$ cat src/rtl/wtg_pkg.sv
package wtg_pkg;
  parameter int CTRL_W = 9;
  parameter int POS_W  = 11;
  parameter int DEPTH  = 32;
  localparam int IDX_W   = $clog2(DEPTH);
  localparam int ENTRY_W = CTRL_W + POS_W;

  // strobes from the control half to the datapath half
  typedef struct packed {
    logic write;     // accepted table write
    logic apply;     // current entry matches the column
    logic clearPtr;  // last column of the line
    logic clearAll;  // counting stopped
  } strobe_t;
endpackage

$ cat src/rtl/wtg_ctrl.sv
module wtg_ctrl
  import wtg_pkg::*;
(
  input  logic             clk,
  input  logic             rstN,
  input  logic             countEn,
  input  logic             wrEn,
  input  logic [POS_W-1:0] width,
  input  logic [POS_W-1:0] curPos,
  input  logic             ptrEnd,
  output logic [POS_W-1:0] colCount,
  output logic             lineEnd,
  output strobe_t          stb
);
  logic [POS_W-1:0] col;
  logic [POS_W-1:0] lastCol;
  logic             atEnd;

  assign lastCol = width - 1'b1;
  assign atEnd   = (col == lastCol);

  always_ff @(posedge clk) begin
    if (!rstN)        col <= '0;
    else if (!countEn) col <= '0;
    else if (atEnd)   col <= '0;
    else              col <= col + 1'b1;
  end

  always_comb begin
    stb.write    = wrEn && !countEn;
    stb.clearAll = !countEn;
    stb.apply    = countEn && !ptrEnd && (curPos == col);
    stb.clearPtr = countEn && atEnd;
  end

  assign colCount = col;
  assign lineEnd  = countEn && atEnd;

  // wrap after the last column
  a_r3_wrap: assert property (@(posedge clk) disable iff (!rstN)
    lineEnd |=> colCount == '0);
  // single step inside a line
  a_r3_step: assert property (@(posedge clk) disable iff (!rstN)
    countEn && !lineEnd |=> colCount == $past(colCount) + 1'b1);
  // counter parked while stopped
  a_r2_idle: assert property (@(posedge clk) disable iff (!rstN)
    !countEn |=> colCount == '0);
endmodule

$ cat src/rtl/wtg_datapath.sv
module wtg_datapath
  import wtg_pkg::*;
(
  input  logic              clk,
  input  logic              rstN,
  input  strobe_t           stb,
  input  logic [IDX_W-1:0]  wrAddr,
  input  logic [ENTRY_W-1:0] wrData,
  output logic [POS_W-1:0]  curPos,
  output logic              ptrEnd,
  output logic [CTRL_W-1:0] ctrlOut
);
  logic [ENTRY_W-1:0] tbl [DEPTH];
  logic [IDX_W:0]     ptr;
  logic [ENTRY_W-1:0] curEntry;

  always_ff @(posedge clk) begin
    if (!rstN) begin
      for (int i = 0; i < DEPTH; i++) tbl[i] <= '0;
    end else if (stb.write) begin
      tbl[wrAddr] <= wrData;
    end
  end

  assign curEntry = tbl[ptr[IDX_W-1:0]];
  assign curPos   = curEntry[POS_W-1:0];
  assign ptrEnd   = (ptr == (IDX_W+1)'(DEPTH));

  always_ff @(posedge clk) begin
    if (!rstN)                          ptr <= '0;
    else if (stb.clearAll || stb.clearPtr) ptr <= '0;
    else if (stb.apply)                 ptr <= ptr + 1'b1;
  end

  always_ff @(posedge clk) begin
    if (!rstN)             ctrlOut <= '0;
    else if (stb.clearAll) ctrlOut <= '0;
    else if (stb.apply)    ctrlOut <= curEntry[ENTRY_W-1:POS_W];
  end

  // outputs hold without a match
  a_r5_hold: assert property (@(posedge clk) disable iff (!rstN)
    !stb.clearAll && !stb.apply |=> $stable(ctrlOut));
  // pointer back to entry 0 after a line end
  a_r6_restart: assert property (@(posedge clk) disable iff (!rstN)
    stb.clearPtr |=> ptr == '0);
  // nothing applied once the table is exhausted
  a_r8_exhausted: assert property (@(posedge clk) disable iff (!rstN)
    ptrEnd |-> !stb.apply);
  // stopping clears the pattern
  a_r10_clear: assert property (@(posedge clk) disable iff (!rstN)
    stb.clearAll |=> ctrlOut == '0);
endmodule

$ cat src/rtl/wave_timing_gen.sv
module wave_timing_gen
  import wtg_pkg::*;
(
  input  logic              clk,
  input  logic              rstN,
  input  logic              countEn,
  input  logic [POS_W-1:0]  width,
  input  logic              wrEn,
  input  logic [IDX_W-1:0]  wrAddr,
  input  logic [ENTRY_W-1:0] wrData,
  output logic [CTRL_W-1:0] ctrlOut,
  output logic              lineEnd,
  output logic [POS_W-1:0]  colCount
);
  strobe_t          stb;
  logic [POS_W-1:0] curPos;
  logic             ptrEnd;

  wtg_ctrl u_ctrl (
    .clk(clk), .rstN(rstN), .countEn(countEn), .wrEn(wrEn), .width(width),
    .curPos(curPos), .ptrEnd(ptrEnd), .colCount(colCount), .lineEnd(lineEnd),
    .stb(stb)
  );

  wtg_datapath u_dp (
    .clk(clk), .rstN(rstN), .stb(stb), .wrAddr(wrAddr), .wrData(wrData),
    .curPos(curPos), .ptrEnd(ptrEnd), .ctrlOut(ctrlOut)
  );
endmodule

$ cat config.mk
export PLATFORM = sky130hd
export DESIGN_NAME = wave_timing_gen
export DESIGN_NICKNAME = d
export VERILOG_FILES = /design/src/rtl/wtg_pkg.sv /design/src/rtl/wtg_ctrl.sv /design/src/rtl/wtg_datapath.sv /design/src/rtl/wave_timing_gen.sv
export SDC_FILE = /design/constraint.sdc
export NUM_CORES = 1
export LEC_CHECK = 0
export BUFFER_PORTS_ARGS = -buffer_cell sky130_fd_sc_hd__buf_2
export CORE_ASPECT_RATIO = 0.7
export CORE_UTILIZATION = 60
export DETAILED_ROUTE_END_ITERATION = 8
export PLACE_DENSITY = 0.83
export SLEW_MARGIN = 10
export SYNTH_ARGS = -nofsm -noshare
export SYNTH_HDL_FRONTEND = slang
export SYNTH_SLANG_ARGS = --single-unit
$ cat constraint.sdc
create_clock -name clk -period 4.1 [get_ports clk]
set_clock_uncertainty 0.2 [all_clocks]
set_input_delay 0.41 -clock clk [delete_from_list [all_inputs] [get_ports clk]]
set_output_delay 0.41 -clock clk [all_outputs]
set_load 0.01 [all_outputs]
Word level (Yosys, flattened, before mapping). Memory sizes are Yosys's and may differ from the RTL's. A register that Yosys moved wholly into a read port is not among the register bits. Index checks and enable logic that the tools add are counted.

Flip-flop bits (word level): 26. Memory bits (writable): 640. Input port bits: 40. Output and inout port bits: 21. Word-level logic and storage cells: 32. Memories kept: 1.

$add $sub $neg: 3. Eq/ne operators: 3. Multiplexer cells: 9. Bitwise logic cells: 2. Reductions and logical operators: 11.

Memories: u_dp.tbl (words 32, width 20, read ports 1, clocked after memory_dff 1, wr ports 32, RTL line wtg_datapath.sv:13) `logic [ENTRY_W-1:0] tbl [DEPTH];`.

Operator list (count): $eq 11x11->1 (2); $mux 20 (1); $reduce_or 20->1 (1); $mux 5 (3); $add 11x1->11 const B (1); $sub 11x1->11 const B (1); $add 6x1->6 const B (1); $eq 6x6->1 const B (1); $mux 1 (5); $logic_and 1x1->1 (4); $reduce_or 3->1 (1); $logic_not 1->1 (2); $not 1->1 (2); $reduce_and 2->1 (1); $reduce_or 2->1 (1); $logic_or 1x1->1 (1).

Longest topological paths before layout.
Word-level depth: 7. Depth in mapped cells: 14.

Hierarchy. Synthesis repeated with hierarchy kept, for this count alone.

Cell total of the unflattened synthesis: 2164. Area, all modules: 31216.2 um^2.

By module, submodules not included: wtg_datapath (times used 1, cells an instance 2024, area an instance 30096.4 um^2, seq. area each 19618.8 um^2); wtg_ctrl (times used 1, cells an instance 140, area an instance 1119.8 um^2, seq. area each 220.2 um^2).

Worst setup path after synthesis. OpenSTA, ideal clock, no wires.

Kind: in2reg. From: in rstN. To: mem u_dp.tbl[24][0] (netlist bit), enable pin. Setup time: 0.425 ns. Data arrival time: 2.927 ns. Required time: 3.475 ns. Setup slack: 0.548 ns. Stages: 6. Path buffers: 3. Path through: clkbuf_1 -> nand2_1 -> or4_1 -> clkbuf_1 -> clkbuf_1 -> o21ai_0.

RTL lines: start, declared (RTL line wave_timing_gen.sv:5) `input logic rstN,`; end, declared (RTL line wtg_datapath.sv:13).

==> impl_metrics.yaml <==
synthesis:
  synth_edf_count: 640
  ys_seq_area_share_pct: 63.55
  ys_warn_count: 0
  yosysUniqueCellTypes: 68
  synth.ff_latch_count: 671
  synthArstFlopShare_pct: 0
  netlist_area_um2: 31220
  synth_nets: 2164
  netlist_instances: 2120
  syn_area_per_cell_um2: 14.73
  synthFlopType: "edfxtp_1"
route:
  drc: 4
  wl_per_cell_um: 29.90
  drt-initial-drc-count: 2792
  ant_nets: 0
  wl_um: 86070
  vias: 18910
  via_per_inst: 6.569
  firstDrtPassIters: 8
critical_path:
  critPathLaunchType: "register"
  rr_worst_depth: 9
  crit_fanout: 20
  end_kind: "register"
  reg2reg_setup_slack_ps: 250
  required_ps: 4430
  cp_data_arrival_time_ps: 4190
  worstSetupPathType: "register to register"
die:
  core-area_um2: 51020
  start_util_pct: 61.19
  die_area_um2: 52960
  die_h_um: 192.8
  die_w_um: 274.6
  ios: 61
  fp-row-count: 69
clocking:
  postCtsResizedCells: 0
  ctsHoldBuffers: 0
  cts_inserted_buffers: 61
  cts_tree: "yes"
  htreeDepth: 2
  clk_latency_ps: 630
  cts.reportedPaths.clkPinSlew_ps: 70
  cts_max_path_buffers: 3
  cts_setup_buffers: 0
  clock-root-buffer: "clkbuf_16"
  numClockSinks: 671
sta:
  setup_violations: 0
  rsz0062_at_grt: "no"
  slew_headroom_pct: 21.09
  post-route-period-util_pct: 93.97
  final.setup.tns_ps: 0
  layout_min_cycle_time_ps: 3853
  fmax_mhz: 259.5
  maxSlewViolCount: 0
  tightestPinTransition_ps: 1184
  hold_viol_final: 0
pwr:
  intPower_uw: 11050
  p_clk_share_pct: 39.2
  power_density_nw_per_um2: 412.4
  irDropWorstVdd_uv: 351.1
  p_sw_share_pct: 22.20
  power_leakage_uw: 0.01176
  p_sw_uw: 3152
  p_comb_share_pct: 4.8
  power_frac_seq_pct: 56.0
global_route:
  grt_overflow: 0
  gr-usage-all-layers_pct: 33.20
  grt_max_degree: 44
  antenna_found_initial: 12
  grt_pass1_vias: 18250
  grt_pass1_wl_um: 124500
final_layout:
  utilization_pct: 67.49
  final_common_cell: "and2_1"
  area_growth_pct: 10.31
  drive_above_1_share_pct: 21.81
  final_cell_mix: "and2_1, edfxtp_1, mux4_2"
  layout.nets: 2197
placement:
  gp_congestion: 0.9693
  hpwl_um: 57910
  port-buffer-count: 60
worst_hold_path:
  hp-class: "input port to register"
  worstHoldStart: "countEn"
run_status:
  violations: "design-rule violations"
  status: "complete, but fails checks"
flow_run:
  drv_cap: 0
[worst min-delay path by stage]
stage	slack, ps	end	depth (start not counted)
global placement	300	u_dp.ptr[5]$_SDFFE_PP0N_	2
global route	200	u_dp.ctrlOut[8]$_SDFFE_PN0N_	3
floorplan	250	u_dp.ptr[5]$_SDFFE_PP0N_	2
detailed placement	300	u_dp.ptr[5]$_SDFFE_PP0N_	2
CTS	140	u_dp.ctrlOut[8]$_SDFFE_PN0N_	3
finish	180	u_dp.ctrlOut[3]$_SDFFE_PN0N_	3
[kinds of logic after synthesis]
logic type	Yosys count	share of synthesized area (%)
AO/OA/AOI/OAI	143	3.090
XOR/XNOR	26	0.7294
adder cells (fa/ha/maj)	4	0.1603
buffers and inverters	217	3.002
flip-flops	671	63.55
multiplexers	201	12.99
AND/OR/NAND/NOR	858	16.48
[worst max-delay path, cell delays in order, from the launching register on]
cell     delay [ps]
dfxtp_4         600
buf_12          220
buf_4           300
mux4_2          600
a31o_1          250
o22ai_1         300
xor2_1          260
and4_1          620
nand3_1         180
a21oi_1         180
[synthesized netlist by cell type (5+ instances only)]
cell | n | area share, %
clkbuf_1 | 160 | 1.9
nand3b_1 | 7 | 0.17
nand3_1 | 36 | 0.58
edfxtp_1 | 640 | 62
buf_1 | 9 | 0.11
a21oi_1 | 24 | 0.38
and3_1 | 5 | 0.10
buf_4 | 8 | 0.19
or4_1 | 6 | 0.14
a221oi_1 | 7 | 0.20
mux2i_1 | 35 | 1.1
nor2b_1 | 11 | 0.22
inv_1 | 12 | 0.14
xnor2_1 | 11 | 0.31
buf_2 | 17 | 0.27
nand2_1 | 44 | 0.53
nand2b_1 | 7 | 0.14
dfxtp_1 | 31 | 2.0
mux4_2 | 163 | 12
a22oi_1 | 16 | 0.38
o21ai_0 | 46 | 0.74
nand4_1 | 7 | 0.14
xor2_1 | 15 | 0.42
buf_6 | 8 | 0.29
nor3_1 | 6 | 0.096
a31oi_1 | 10 | 0.20
nor2_1 | 61 | 0.73
and2_1 | 644 | 13
a22o_1 | 6 | 0.17
[per-layer routing]
metal	GRT usage, %	part of all wire (%)	vias up
met3	10.46	13	168
met4	8.504	2.5	12
met2	49.53	45	1297
li1	-	-	7840
met5	0	0.094	-
met1	47.64	39	9590
[layout make-up]
cell class / instances / area, um2
Inverter: 14 / 52.55
Timing Repair Buffer: 173 / 1224
Clock inverter: 37 / 299.0
Multi-Input combinational cell: 1232 / 10560
Fill cell: 3400 / 16590
Clock buffer: 74 / 1597
Sequential cell: 671 / 19850
Tap cell: 674 / 843.3
Antenna cell: 3 / 7.507
[power by group through the flow]
stage | Combinational (uW) | Clock, uW | Sequential [uW]
detailed placement | 666 | 0 | 8090
global placement | 649 | 0 | 8070
CTS | 670 | 5570 | 7950
finish | 683 | 5570 | 7950
floorplan | 362 | 0 | 8030
global route | 707 | 5790 | 7970
[sequential cells by signal, indices dropped and copies added, names as in the netlist, named ones only]
name             flops
u_dp.ctrlOut         9
u_dp.ptr             6
u_dp.tbl           640
u_ctrl.colCount     11
[metrics by stage]
stage          instances  cell area (um2)  setup WS, ps  hold WS [ps]  power (uW)
2_1_floorplan       2120            31220         547.9         252.1        8395
3_3_place_gp        2764            32530         416.3         295.3        8715
3_5_place_dp        2764            32530         364.6         296.8        8753
4_1_cts             2875            34430         314.5         139.0       14190
5_1_grt             2876            34430         108.0         201.9       14470
6_report            2878            34440         247.1         178.1       14200
Power figures use the tool's default switching activity.
